[src/rtl/cfg_xlate_pkg.sv]
// Package: shared types for the configuration access translator.
// Assumes: one outstanding host access at a time.
package cfg_xlate_pkg;

    typedef enum logic [1:0] {
        ST_IDLE,
        ST_REQ,
        ST_WAIT,
        ST_DONE
    } seq_state_t;

    typedef struct packed {
        logic [7:0] bus;
        logic [4:0] dev;
        logic [2:0] func;
        logic [5:0] regno;
    } cfg_tgt_t;

endpackage

[src/rtl/cfg_addr_reg.sv]
// Module: address word storage behind the address port.
// Holds the enable/bus/device/function/register word; bits 1:0 are
// always stored as zero. Assumes the load strobe already qualifies a
// full-dword write.
module cfg_addr_reg #(
    parameter int DW = 32
) (
    input  logic          clk,
    input  logic          rst_n,
    input  logic          ld_en,
    input  logic [DW-1:0] ld_data,
    output logic [DW-1:0] addr_q
);

    // Load the word on strobe; clear on reset.
    always_ff @(posedge clk) begin
        if (!rst_n)     addr_q <= '0;
        else if (ld_en) addr_q <= {ld_data[DW-1:2], 2'b00};
    end

    // reserved low bits never hold a one.
    p_rsvd_zero_r2: assert property (@(posedge clk) disable iff (!rst_n)
        ld_en |=> addr_q[1:0] == 2'b00);

endmodule

[src/rtl/cfg_route.sv]
// Module: combinational decode of the address word.
// Splits the word into target fields, picks internal vs forwarded
// routing and the cycle type, and builds the address-phase word.
// Assumes chip_bus/sec_bus are static while a request is open.
module cfg_route
    import cfg_xlate_pkg::*;
#(
    parameter int DW       = 32,
    parameter int BUSW     = 8,
    parameter int RSVD_DEV = 16
) (
    input  logic [DW-1:0]   addr_q,
    input  logic [BUSW-1:0] chip_bus,
    input  logic [BUSW-1:0] sec_bus,
    output cfg_tgt_t        tgt,
    output logic            cfg_en,
    output logic            internal,
    output logic            type1,
    output logic [DW-1:0]   ad
);

    logic unused_bits;
    logic boot_hit;
    logic own_hit;

    // Field extraction from the stored word.
    always_comb begin
        cfg_en    = addr_q[31];
        tgt.bus   = addr_q[23:16];
        tgt.dev   = addr_q[15:11];
        tgt.func  = addr_q[10:8];
        tgt.regno = addr_q[7:2];
    end

    assign unused_bits = ^{addr_q[30:24], addr_q[1:0]};

    // Routing decision and cycle type.
    always_comb begin
        boot_hit = (tgt.bus == '0) && (tgt.dev == 5'(RSVD_DEV));
        own_hit  = (tgt.bus == chip_bus);
        internal = boot_hit || own_hit;
        type1    = !internal && (tgt.bus != sec_bus);
    end

    // Address-phase word per cycle type.
    always_comb begin
        if (type1) ad = {8'h00, tgt.bus, tgt.dev, tgt.func, tgt.regno, 2'b01};
        else       ad = {16'h0000, tgt.dev, tgt.func, tgt.regno, 2'b00};
    end

endmodule

[src/rtl/cfg_seq.sv]
// Module: access sequencer.
// Accepts one host access, classifies it (address port, enabled window,
// disabled window, miss), issues the configuration request, waits for
// the read response or a timeout, and pulses io_done once.
// Assumes the host drops io_valid in the cycle after io_done.
module cfg_seq
    import cfg_xlate_pkg::*;
#(
    parameter int DW         = 32,
    parameter int BEW        = DW / 8,
    parameter int TMO_CYCLES = 16
) (
    input  logic           clk,
    input  logic           rst_n,
    input  logic           io_valid,
    input  logic           io_write,
    input  logic [BEW-1:0] io_be,
    input  logic [DW-1:0]  io_wdata,
    input  logic           hit_addr,
    input  logic           hit_data,
    input  logic           cfg_en,
    input  logic           internal,
    input  logic [DW-1:0]  addr_q,
    output logic           addr_ld,
    output logic           io_done,
    output logic [DW-1:0]  io_rdata,
    output logic           cfg_valid,
    input  logic           cfg_ready,
    output logic           cfg_write,
    output logic [BEW-1:0] cfg_be,
    output logic [DW-1:0]  cfg_wdata,
    input  logic           rsp_valid,
    input  logic [DW-1:0]  rsp_data
);

    localparam int TW = $clog2(TMO_CYCLES + 1);

    seq_state_t    state;
    logic [TW-1:0] timer;

    // Address port load strobe: full-dword writes only.
    assign addr_ld = (state == ST_IDLE) && io_valid && hit_addr && io_write
                     && (io_be == {BEW{1'b1}});

    assign cfg_valid = (state == ST_REQ);
    assign io_done   = (state == ST_DONE);

    // Main sequencer, request capture, timer and read data.
    always_ff @(posedge clk) begin
        if (!rst_n) begin
            state     <= ST_IDLE;
            timer     <= '0;
            io_rdata  <= '0;
            cfg_write <= 1'b0;
            cfg_be    <= '0;
            cfg_wdata <= '0;
        end else begin
            case (state)
                ST_IDLE: if (io_valid) begin
                    if (hit_addr) begin
                        io_rdata <= io_write ? '0 : addr_q;
                        state    <= ST_DONE;
                    end else if (hit_data && cfg_en) begin
                        cfg_write <= io_write;
                        cfg_be    <= io_be;
                        cfg_wdata <= io_wdata;
                        state     <= ST_REQ;
                    end else if (hit_data) begin
                        io_rdata <= '0;
                        state    <= ST_DONE;
                    end else begin
                        io_rdata <= '1;
                        state    <= ST_DONE;
                    end
                end
                ST_REQ: if (cfg_ready) begin
                    timer <= '0;
                    if (cfg_write) begin
                        io_rdata <= '0;
                        state    <= ST_DONE;
                    end else begin
                        state <= ST_WAIT;
                    end
                end
                ST_WAIT: begin
                    if (rsp_valid) begin
                        io_rdata <= rsp_data;
                        state    <= ST_DONE;
                    end else if (!internal && timer == TW'(TMO_CYCLES - 1)) begin
                        io_rdata <= '1;
                        state    <= ST_DONE;
                    end else if (!internal) begin
                        timer <= timer + 1'b1;
                    end
                end
                default: state <= ST_IDLE;
            endcase
        end
    end

    // a stalled request keeps its payload.
    p_req_hold_r12: assert property (@(posedge clk) disable iff (!rst_n)
        (cfg_valid && !cfg_ready) |=> (cfg_valid && $stable(cfg_wdata)
                                       && $stable(cfg_be) && $stable(cfg_write)));

    // completion is a single-cycle pulse.
    p_done_pulse_r9: assert property (@(posedge clk) disable iff (!rst_n)
        io_done |=> !io_done);

    // the timeout counter never passes its limit.
    p_tmo_bound_r10: assert property (@(posedge clk) disable iff (!rst_n)
        timer < TW'(TMO_CYCLES));

    // an accepted write finishes on the next cycle.
    p_wr_done_r9: assert property (@(posedge clk) disable iff (!rst_n)
        (cfg_valid && cfg_ready && cfg_write) |=> io_done);

endmodule

[src/rtl/cfg_xlate.sv]
// Module: top of the indirect configuration access translator.
// Decodes host I/O addresses to the address port and data window, then
// ties together the address word, the routing decode and the sequencer.
// Assumes a single host master with one access in flight.
module cfg_xlate
    import cfg_xlate_pkg::*;
#(
    parameter int          IO_AW      = 16,
    parameter int          DW         = 32,
    parameter int          BEW        = DW / 8,
    parameter int          BUSW       = 8,
    parameter logic [15:0] ADDR_PORT  = 16'h0CF8,
    parameter logic [15:0] DATA_PORT  = 16'h0CFC,
    parameter int          TMO_CYCLES = 16
) (
    input  logic             clk,
    input  logic             rst_n,
    input  logic [BUSW-1:0]  chip_bus,
    input  logic [BUSW-1:0]  sec_bus,
    input  logic             io_valid,
    input  logic             io_write,
    input  logic [IO_AW-1:0] io_addr,
    input  logic [BEW-1:0]   io_be,
    input  logic [DW-1:0]    io_wdata,
    output logic             io_done,
    output logic [DW-1:0]    io_rdata,
    output logic             cfg_valid,
    input  logic             cfg_ready,
    output logic             cfg_write,
    output logic             cfg_internal,
    output logic             cfg_type1,
    output logic [7:0]       cfg_bus,
    output logic [4:0]       cfg_dev,
    output logic [2:0]       cfg_func,
    output logic [5:0]       cfg_reg,
    output logic [BEW-1:0]   cfg_be,
    output logic [DW-1:0]    cfg_wdata,
    output logic [DW-1:0]    cfg_ad,
    input  logic             rsp_valid,
    input  logic [DW-1:0]    rsp_data
);

    logic          hit_addr;
    logic          hit_data;
    logic          addr_ld;
    logic          cfg_en;
    logic [DW-1:0] addr_q;
    cfg_tgt_t      tgt;

    // Port decode: the address port is dword-aligned only; the window
    // accepts any byte offset inside its dword.
    always_comb begin
        hit_addr = (io_addr == ADDR_PORT[IO_AW-1:0]);
        hit_data = (io_addr[IO_AW-1:2] == DATA_PORT[IO_AW-1:2]);
    end

    cfg_addr_reg #(.DW(DW)) u_areg (
        .clk     (clk),
        .rst_n   (rst_n),
        .ld_en   (addr_ld),
        .ld_data (io_wdata),
        .addr_q  (addr_q)
    );

    cfg_route #(.DW(DW), .BUSW(BUSW)) u_route (
        .addr_q   (addr_q),
        .chip_bus (chip_bus),
        .sec_bus  (sec_bus),
        .tgt      (tgt),
        .cfg_en   (cfg_en),
        .internal (cfg_internal),
        .type1    (cfg_type1),
        .ad       (cfg_ad)
    );

    cfg_seq #(.DW(DW), .BEW(BEW), .TMO_CYCLES(TMO_CYCLES)) u_seq (
        .clk       (clk),
        .rst_n     (rst_n),
        .io_valid  (io_valid),
        .io_write  (io_write),
        .io_be     (io_be),
        .io_wdata  (io_wdata),
        .hit_addr  (hit_addr),
        .hit_data  (hit_data),
        .cfg_en    (cfg_en),
        .internal  (cfg_internal),
        .addr_q    (addr_q),
        .addr_ld   (addr_ld),
        .io_done   (io_done),
        .io_rdata  (io_rdata),
        .cfg_valid (cfg_valid),
        .cfg_ready (cfg_ready),
        .cfg_write (cfg_write),
        .cfg_be    (cfg_be),
        .cfg_wdata (cfg_wdata),
        .rsp_valid (rsp_valid),
        .rsp_data  (rsp_data)
    );

    // Field fan-out to the request channel.
    always_comb begin
        cfg_bus  = tgt.bus;
        cfg_dev  = tgt.dev;
        cfg_func = tgt.func;
        cfg_reg  = tgt.regno;
    end

    // bus 0 device 16 is always claimed.
    p_boot_dev_r5: assert property (@(posedge clk) disable iff (!rst_n)
        (cfg_valid && cfg_bus == 8'h00 && cfg_dev == 5'd16) |-> cfg_internal);

    // the chipset's own bus is always claimed.
    p_own_bus_r6: assert property (@(posedge clk) disable iff (!rst_n)
        (cfg_valid && cfg_bus == chip_bus) |-> (cfg_internal && !cfg_type1));

    // type 1 address phase carries the bus and the 01 marker.
    p_type1_ad_r8: assert property (@(posedge clk) disable iff (!rst_n)
        (cfg_valid && cfg_type1) |-> (cfg_ad[1:0] == 2'b01
                                      && cfg_ad[23:16] == cfg_bus));

    // no request can start while the enable bit is clear.
    p_no_req_off_r3: assert property (@(posedge clk) disable iff (!rst_n)
        $rose(cfg_valid) |-> addr_q[31]);

    // target fields hold while a request is stalled.
    p_tgt_hold_r12: assert property (@(posedge clk) disable iff (!rst_n)
        (cfg_valid && !cfg_ready) |=> ($stable(cfg_ad) && $stable(cfg_internal)));

endmodule

[config.mk]
export PLATFORM = sky130hd
export DESIGN_NAME = cfg_xlate
export DESIGN_NICKNAME = d
export VERILOG_FILES = /design/src/rtl/cfg_xlate_pkg.sv /design/src/rtl/cfg_addr_reg.sv /design/src/rtl/cfg_route.sv /design/src/rtl/cfg_seq.sv /design/src/rtl/cfg_xlate.sv
export SDC_FILE = /design/constraint.sdc
export NUM_CORES = 1
export LEC_CHECK = 0
export BUFFER_PORTS_ARGS = -buffer_cell sky130_fd_sc_hd__buf_2
export CORE_UTILIZATION = 35
export CTS_BUF_LIST = sky130_fd_sc_hd__clkbuf_4
export CTS_CLUSTER_DIAMETER = 80
export DETAILED_ROUTE_END_ITERATION = 8
export GPL_TIMING_DRIVEN = 0
export HOLD_SLACK_MARGIN = 0.02
export PLACE_DENSITY_LB_ADDON = 0.2
export SLEW_MARGIN = 20
export SYNTH_ARGS = -nofsm -noshare
export SYNTH_HDL_FRONTEND = slang
export SYNTH_SLANG_ARGS = --single-unit
[constraint.sdc]
create_clock -name clk -period 4.1 [get_ports clk]
set_input_delay 0.205 -clock clk [delete_from_list [all_inputs] [get_ports clk]]
set_output_delay 0.205 -clock clk [all_outputs]
set_load 0.05 [all_outputs]
==> impl_summary.md, run 1 <==
Run status
The run finished, with violations left. The final reports fail on DRC.

Global route
Global routing used 21.68% of the available tracks across all layers. The largest net degree at the start of global routing is 16. The initial antenna violation count is 0. The remaining global-route overflow is 0.

The number of global-route vias before repair came to 4877. The first global-routing pass estimated 26330 um of wire.

Timing
The final hold violation count is 0. Setup repair after global routing left no endpoint under its margin. For the finished layout, the period the worst path requires is 2771 ps. Setup violations remaining at the end of the flow were counted as 0. Clock skew on the completed layout was measured at 16.55 ps. The worst slew slack as a fraction of its limit is 38.20%. Dividing the final minimum period by the clock period gives between 60% and 70%. Timing would allow up to 360.9 MHz. The final total negative setup slack is 0 ps.

For the pin with the worst max-slew slack, the measured transition is between 900 and 1000 ps. The max-slew violation count is 0.

CTS
Buffers added to address setup during post-CTS repair amount to 0. The H-tree was split into 3 levels. TritonCTS built the clock tree. The clock transition at the registers of the reported paths is around 160 ps. The quantity of gates resized following cts is 0. The sink count of the clock tree is 106. In this run the deepest clock path goes through 2 buffers. The later-pin clock latency in the skew report is 470 ps. The tree is rooted in a clkbuf_4. The total clock buffers created by CTS is 9.

Setup path
Tracing the worst setup path back leads to its startpoint at u_areg.addr_q[16]. The critical path goes through nor4b_1 > nand4_1 > o21ai_0 > a21oi_1 > and2_1 > buf_2. On the critical path, the stage with the largest delay is an instance of nor4b_1. The number of cells on the worst reg-to-reg path is 8. STA puts the critical path data arrival time at 2570 ps. The critical path endpoint category is a primary output. The critical path's largest stage delay is 460 ps.

The data required time at the worst endpoint is 3890 ps. In this run the critical register-to-register path is launched from u_seq.timer[0]. The kind of start point of the critical path is a flop.

The worst setup path is of the reg2out kind. The worst-path maximum fanout is 10.

Power and ir drop
The power per cell area is ~530 nW/um^2. The worst-case IR drop observed on VDD is 0.3183 mV. In this run the static leakage power is 3.720 nW.

Detailed routing
Across all layers, the routed design uses 5129 vias. After detailed routing, the number of remaining DRC violations is 22. The final routed wire length divided by cell count is 16.04 um. The final antenna-violating net count is 0. The number of optimization iterations in the first detailed-route pass is 9.

In this run, the number of DRC markers left after iteration 0 of detailed routing was 249. Using the TritonRoute via totals, the vias-per-cell ratio works out to between 4 and 5. For this block, the routed nets add up to 17130 um of wire.

Synth
After synthesis, the netlist uses 41 different library cells. Counting every instance in the synthesized netlist gives approximately 600. After synthesis the netlist holds a flip-flop and latch count of roughly 110.

The Yosys step of the flow raised 0 warnings. For this run, the register share of the synthesized area comes to 39.71%. The netlist area before placement is approximately 5300 sq um. The post-synthesis average cell area is between 8 and 9 sq um.

Finish
In the layout the commonest cells are buf_2, dfxtp_1, nand2_1. The post-route core utilization is 48.94%. The area added between synthesis and finish is 34.61%. The proportion of layout cells with a drive suffix above 1 is between 30% and 40%. The final standard cell count with taps included and fillers excluded is 1068. The final net count is 992. The most common library cell in the layout ignoring fill and taps is buf_2. The count of inserted antenna diode cells is 0.

Die
The die is 125.6 um tall. After floorplanning, the core was divided into 44 placement rows. The floorplan step defined a die boundary enclosing around 16000 sq um. The initial core utilization is 36.36%. The number of ports placed on the die boundary is 233. The core region is 14700 sq um. Measured along the x axis, the die boundary spans 125.6 um.

Hold path
The instance count along the most critical hold path is 2. In this run the most critical hold path is launched from rst_n. The worst min-delay path class is in2reg.

Placement
Once detailed placement completed, the half-perimeter wirelength came to 12710 um. The congestion estimate from routability-driven global placement came to 0.7972. Including well taps, the total number of placed cells is slightly above 1k. During placement, the flow inserted port buffers numbering 222.

Job
Max-cap violations in this run came to 0.
power breakdown:
part | internal (mW) | leakage [nW] | switching, mW
combinational | 0.607 | 2.80 | 1.40
sequential | 1.21 | 0.862 | 0.0934
clock | 0.131 | 0.0578 | 0.343
path summary, 6_finish.rpt:
check                         to  slack, ps
min            u_seq.io_rdata[5]        120
max reg2reg   u_seq.io_rdata[30]       1340
max                   cfg_ad[16]       1330
min reg2reg  u_seq.cfg_wdata[30]        460
sequential cells by signal (all words and copies together), names as in the netlist:
signal / count
u_seq.timer: 5
u_seq.state: 2
u_seq.cfg_write: 1
u_seq.io_rdata: 32
u_areg.addr_q: 30
u_seq.cfg_wdata: 32
u_seq.cfg_be: 4
per-stage QoR:
stage	power (mW)	hold slack, ps	cell area, sq um	worst slack (ps)
after floorplan	2.774	344.2	5374	835.0
after global placement	3.311	436.6	6715	795.8
after detailed placement	3.322	440.2	6720	1105
after CTS	3.825	82.51	7193	1226
after global routing	4.034	96.86	7193	1028
final	3.785	119.2	7193	1329
metal layers:
layer | GRT usage [%] | routed length, um | part of all wire (%)
met4 | 8.465 | 364 | 2.1
met2 | 36.73 | 8103 | 47
met3 | 3.466 | 925 | 5.4
met5 | 0 | 0 | 0
met1 | 27.50 | 7732 | 45
worst max-delay path, delay by kind of cell, from the launching register on:
kind | cells | cell delay, ps
buffers and inverters | 1 | 200
and+or+nand+nor | 3 | 960
AOI/OAI and AO/OA | 2 | 480
DFF | 1 | 440
synthesized netlist by cell type (all sizes together):
master     n  area share (%)
o21a       3            0.42
nor2b     67             7.8
nor2       3            0.21
or3        2            0.23
clkbuf    32             2.2
nor4       4            0.47
or4b       1            0.19
nand3b     2            0.28
o211a     30             5.6
xor2       8             1.3
o211ai    33             4.6
o21ai      6            0.56
inv        9            0.63
a21boi    39             5.5
xnor2      8             1.3
o2111ai    1            0.16
ha         6             1.4
o32ai      1            0.16
a21o       1            0.14
nor4b      2            0.33
nand4      4            0.47
dfxtp    106              40
a21oi     37             3.5
nand2     84             5.9
o22ai      1            0.12
and2       9             1.1
nand4bb    1            0.21
mux2i     33             6.2
nand3      3            0.28
nor3       3            0.37
nand2b     2            0.23
buf       56             7.7
conb       1           0.070
and3       1            0.12
or4        2            0.28
a211oi     1            0.14
what timing repair did:
| item | in CTS | in global routing |
|---|---|---|
| hold buffers | 37 | 0 |
| endpoints found under the setup margin | 0 | 0 |
| hold endpoints to repair | 67 | 0 |
cell type report:
class,count,area [sq um]
repair buffers,259,1481
clock buffers,11,82.58
clock inverters,4,20.02
multi-input cells,407,2689
well taps,184,230.2
plain buffers,88,534.3
fillers,1480,7506
inverters,9,33.78
flip-flops and latches,106,2122
cell families after synthesis:
kind of cell    synth area share [%]
flops                          39.71
mux                            6.181
other cells                  0.07017
simple gates                   18.47
fa+ha+maj                      1.405
buf+inv                        10.63
xor+xnor                       2.622
compound gates                 20.91
(Power assumes the default switching activity.)
==> run 2: changes to the inputs <==
==> constraint.sdc (replaced) <==
create_clock -name clk -period 2.4 [get_ports clk]
set_input_delay 0.12 -clock clk [delete_from_list [all_inputs] [get_ports clk]]
set_output_delay 0.12 -clock clk [all_outputs]
set_load 0.05 [all_outputs]
==> run 2 against run 1 <==
Compared with the run above:
- the run still ends with DRC left
- die area stayed put
- power is 77% higher
- combinational power rose by 77%
- largest cell class unchanged
- final cell count increased by 0.75%
- via count grew 1.8%
- critical endpoint is now cfg_ad[20]
- critical path depth is the same
- cell area is 2.6% higher
- clock skew rose by 4.5 ps
- non-clock buffer count up 8
==> impl_summary.md, run 2 (synthesized netlist as in run 1, its figures left out) <==
Timing
On the final layout, the worst clock skew is between 20 and 25 ps. At the pin with the least slew margin, the transition time is around 600 ps. Dividing the final minimum period by the clock period gives between 90% and 100%. The max-slew violation count is 0. The final worst hold slack is about 55 ps. The final hold violation count is 0. Measured against its own limit, the worst slew margin works out to 59.91%. The final critical-path setup slack is 106.5 ps. The maximum achievable frequency is 436.0 MHz. Setup violations remaining at the end of the flow were counted as 0. The final total negative setup slack is 0 ps.

For the finished layout, the period the worst path requires is 2293 ps. Setup repair after global routing left no endpoint under its margin.

Detailed routing
The first TritonRoute pass finished after 6 iterations. In this run the remaining antenna-violating nets after routing total 0. For this run, design rule violations remaining after detail routing come to 21. In this run, the number of DRC markers left after iteration 0 of detailed routing was 338.

After detailed routing, the total wire length is ~17000 um. After detailed routing, the average wire length per cell comes to 15.92 um. Dividing the detail-routed via count by the number of cells gives 4.854. The number of vias after detailed routing is 5223.

Die
The width of the die is 125.6 um. During I/O placement, the number of pins put on the boundary was between 200 and 250. The height of the die is around 130 um. The floorplan has 44 rows. The initial core utilization is 36.36%.

The core footprint is roughly 15000 sq um. The floorplan step defined a die boundary enclosing 15770 sq um.

Finish
In the layout the commonest cells are buf_2, dfxtp_1, nand2_1. The largest registers in the layout are u_seq.cfg_wdata (32), u_seq.io_rdata (32), u_areg.addr_q (30). The most common library cell in the layout ignoring fill and taps is buf_2.

The number of fillers in the final layout is 1460. Across the whole layout, storage elements account for between 2000 and 2500 sq um. 0 antenna diodes ended up in the layout. The area added between synthesis and finish is 38.12%.

The final net count is 1000. The proportion of layout cells with a drive suffix above 1 is 36.10%. The area taken by multi-input logic gates is about 2800 sq um.

Power and ir drop
The clock network fraction of total power is between 10% and 20%. The post-route total power is between 6 and 7 mW. The cell-internal power is 3.508 mW. The peak supply drop is 0.5328 mV.

The power per cell area is 909.9 nW/um^2. In this run, flip-flops and latches consume 33.2% of the power. In this run switching power makes up 47.77% of total power.

In this run the power spent charging and discharging nets is 3.208 mW. Summed over all cells, the static leakage comes to 3.824 nW. The share of power burned in combinational logic is between 50% and 60%.

Global route
The all-layer global routing usage is 21.91%. The global-route wire length before repair is 26750 um. The initial antenna violation count is 0. The largest net degree at the start of global routing is 17.

The number of global-route vias before repair is 4841. The remaining global-route overflow is 0.

CTS
The number of levels the H-tree was split into is 3. The maximum clock insertion buffer count is 2. The clock transition at the registers of the reported paths is 170 ps.

The clock reaches the later pin of the worst-skew pair after 490 ps. For this design, the sink count on the clock tree is 106. TritonCTS built the clock tree. Buffers inserted during clock tree synthesis total 9. The CTS root buffer is clkbuf_4.

Setup path
For the worst setup path, the data required time is 2280 ps. The critical path start-end classification is reg2out. The worst-path maximum fanout is 10. The signal arrival time at the worst endpoint is 2170 ps.

The worst setup path is captured at a primary output. STA classifies the critical path startpoint as a flop.

Run status
The checks that failed: DRC. The flow ran to the end, but the final reports show violations.

Placement
Routability-driven placement finished with a final weighted congestion of 0.8080. The count of buffers added on input and output ports is ~220. Once detailed placement completed, the half-perimeter wirelength came to 12860 um. The worst slack after detailed placement is -515.7 ps.

Job
The max-capacitance violation count is 0.

Hold path
In this run the worst hold path is classified as in2reg.
[run 2: cell types whose count changed in the layout (fill, tap and decap cells not counted), moves of 2 or more]
cell | before | now
nor4_1 | 4 | 2
a21oi_1 | 37 | 35
clkbuf_1 | 32 | 25
dlygate4sd3_1 | 37 | 41
clkbuf_2 | 0 | 6
dfxtp_1 | 106 | 98
nor4_2 | 0 | 2
buf_4 | 46 | 51
dfxtp_2 | 0 | 7
[run 2: path summary, 6_finish.rpt]
kind / cells after the start / start / slack (ps) / to
worst max-delay path: 6 / u_areg.addr_q[16] / 110 / cfg_ad[20]
worst min-delay path: 4 / rsp_data[9] / 50 / u_seq.io_rdata[9]
worst max register to register: 10 / u_seq.state[0] / 180 / u_seq.io_rdata[29]
worst min register to register: 2 / u_seq.cfg_wdata[21] / 460 / u_seq.cfg_wdata[21]
[run 2: routing by layer]
layer | vias up | part of all wire [%] | GRT usage, % | wire length, um
li1 | 2596 | - | - | -
met1 | 2421 | 47 | 29.68 | 7975
met2 | 189 | 46 | 35.59 | 7860
met3 | 17 | 6.3 | 4.065 | 1088
met4 | 0 | 1.2 | 5.954 | 208
met5 | - | 0 | 0 | 0
[run 2: layout make-up]
| cell class | instances | area share [%] |
|---|---|---|
| plain buffers | 87 | 7.289 |
| clock buffers | 10 | 1.017 |
| clock inverters | 5 | 0.7459 |
| inverters | 9 | 0.4577 |
| multi-input cells | 407 | 37.33 |
| flip-flops and latches | 106 | 28.92 |
| well taps | 184 | 3.119 |
| repair buffers | 268 | 21.12 |
[run 2: critical path, stage by stage, from the launching register on]
cell	delay [ps]
dfxtp_2	410
nor4b_2	340
nand4_1	270
o21ai_2	170
a21oi_4	80
and2_1	200
buf_2	200
[run 2: through the flow]
step / std cells / utilization (%) / instance area [sq um]
floorplan: 610 / - / 5383
global placement: 1016 / 45.74 / 6724
detailed placement: 1016 / 45.74 / 6724
CTS: 1074 / 49.67 / 7301
global route: 1076 / 50.21 / 7381
finish: 1076 / 50.21 / 7381
[run 2: timing repair]
| action | 4_1_cts | 5_1_grt |
|---|---|---|
| cloned | 0 | 0 |
| endpoints found under the hold margin | 72 | 0 |
| gates resized for setup | 8 | 21 |
| hold buffers | 41 | 0 |
| pin swaps | 2 | 4 |
| setup endpoints to repair | 42 | 73 |
| buffers inserted | 2 | 3 |
[run 2: power groups by stage]
stage	Clock (mW)	Combinational, mW	Sequential (mW)
after floorplan	0	1.53	3.22
after global placement	0	3.40	2.26
after detailed placement	0	3.39	2.27
after CTS	0.967	3.52	2.23
after global routing	1.05	3.78	2.27
final	0.932	3.55	2.23
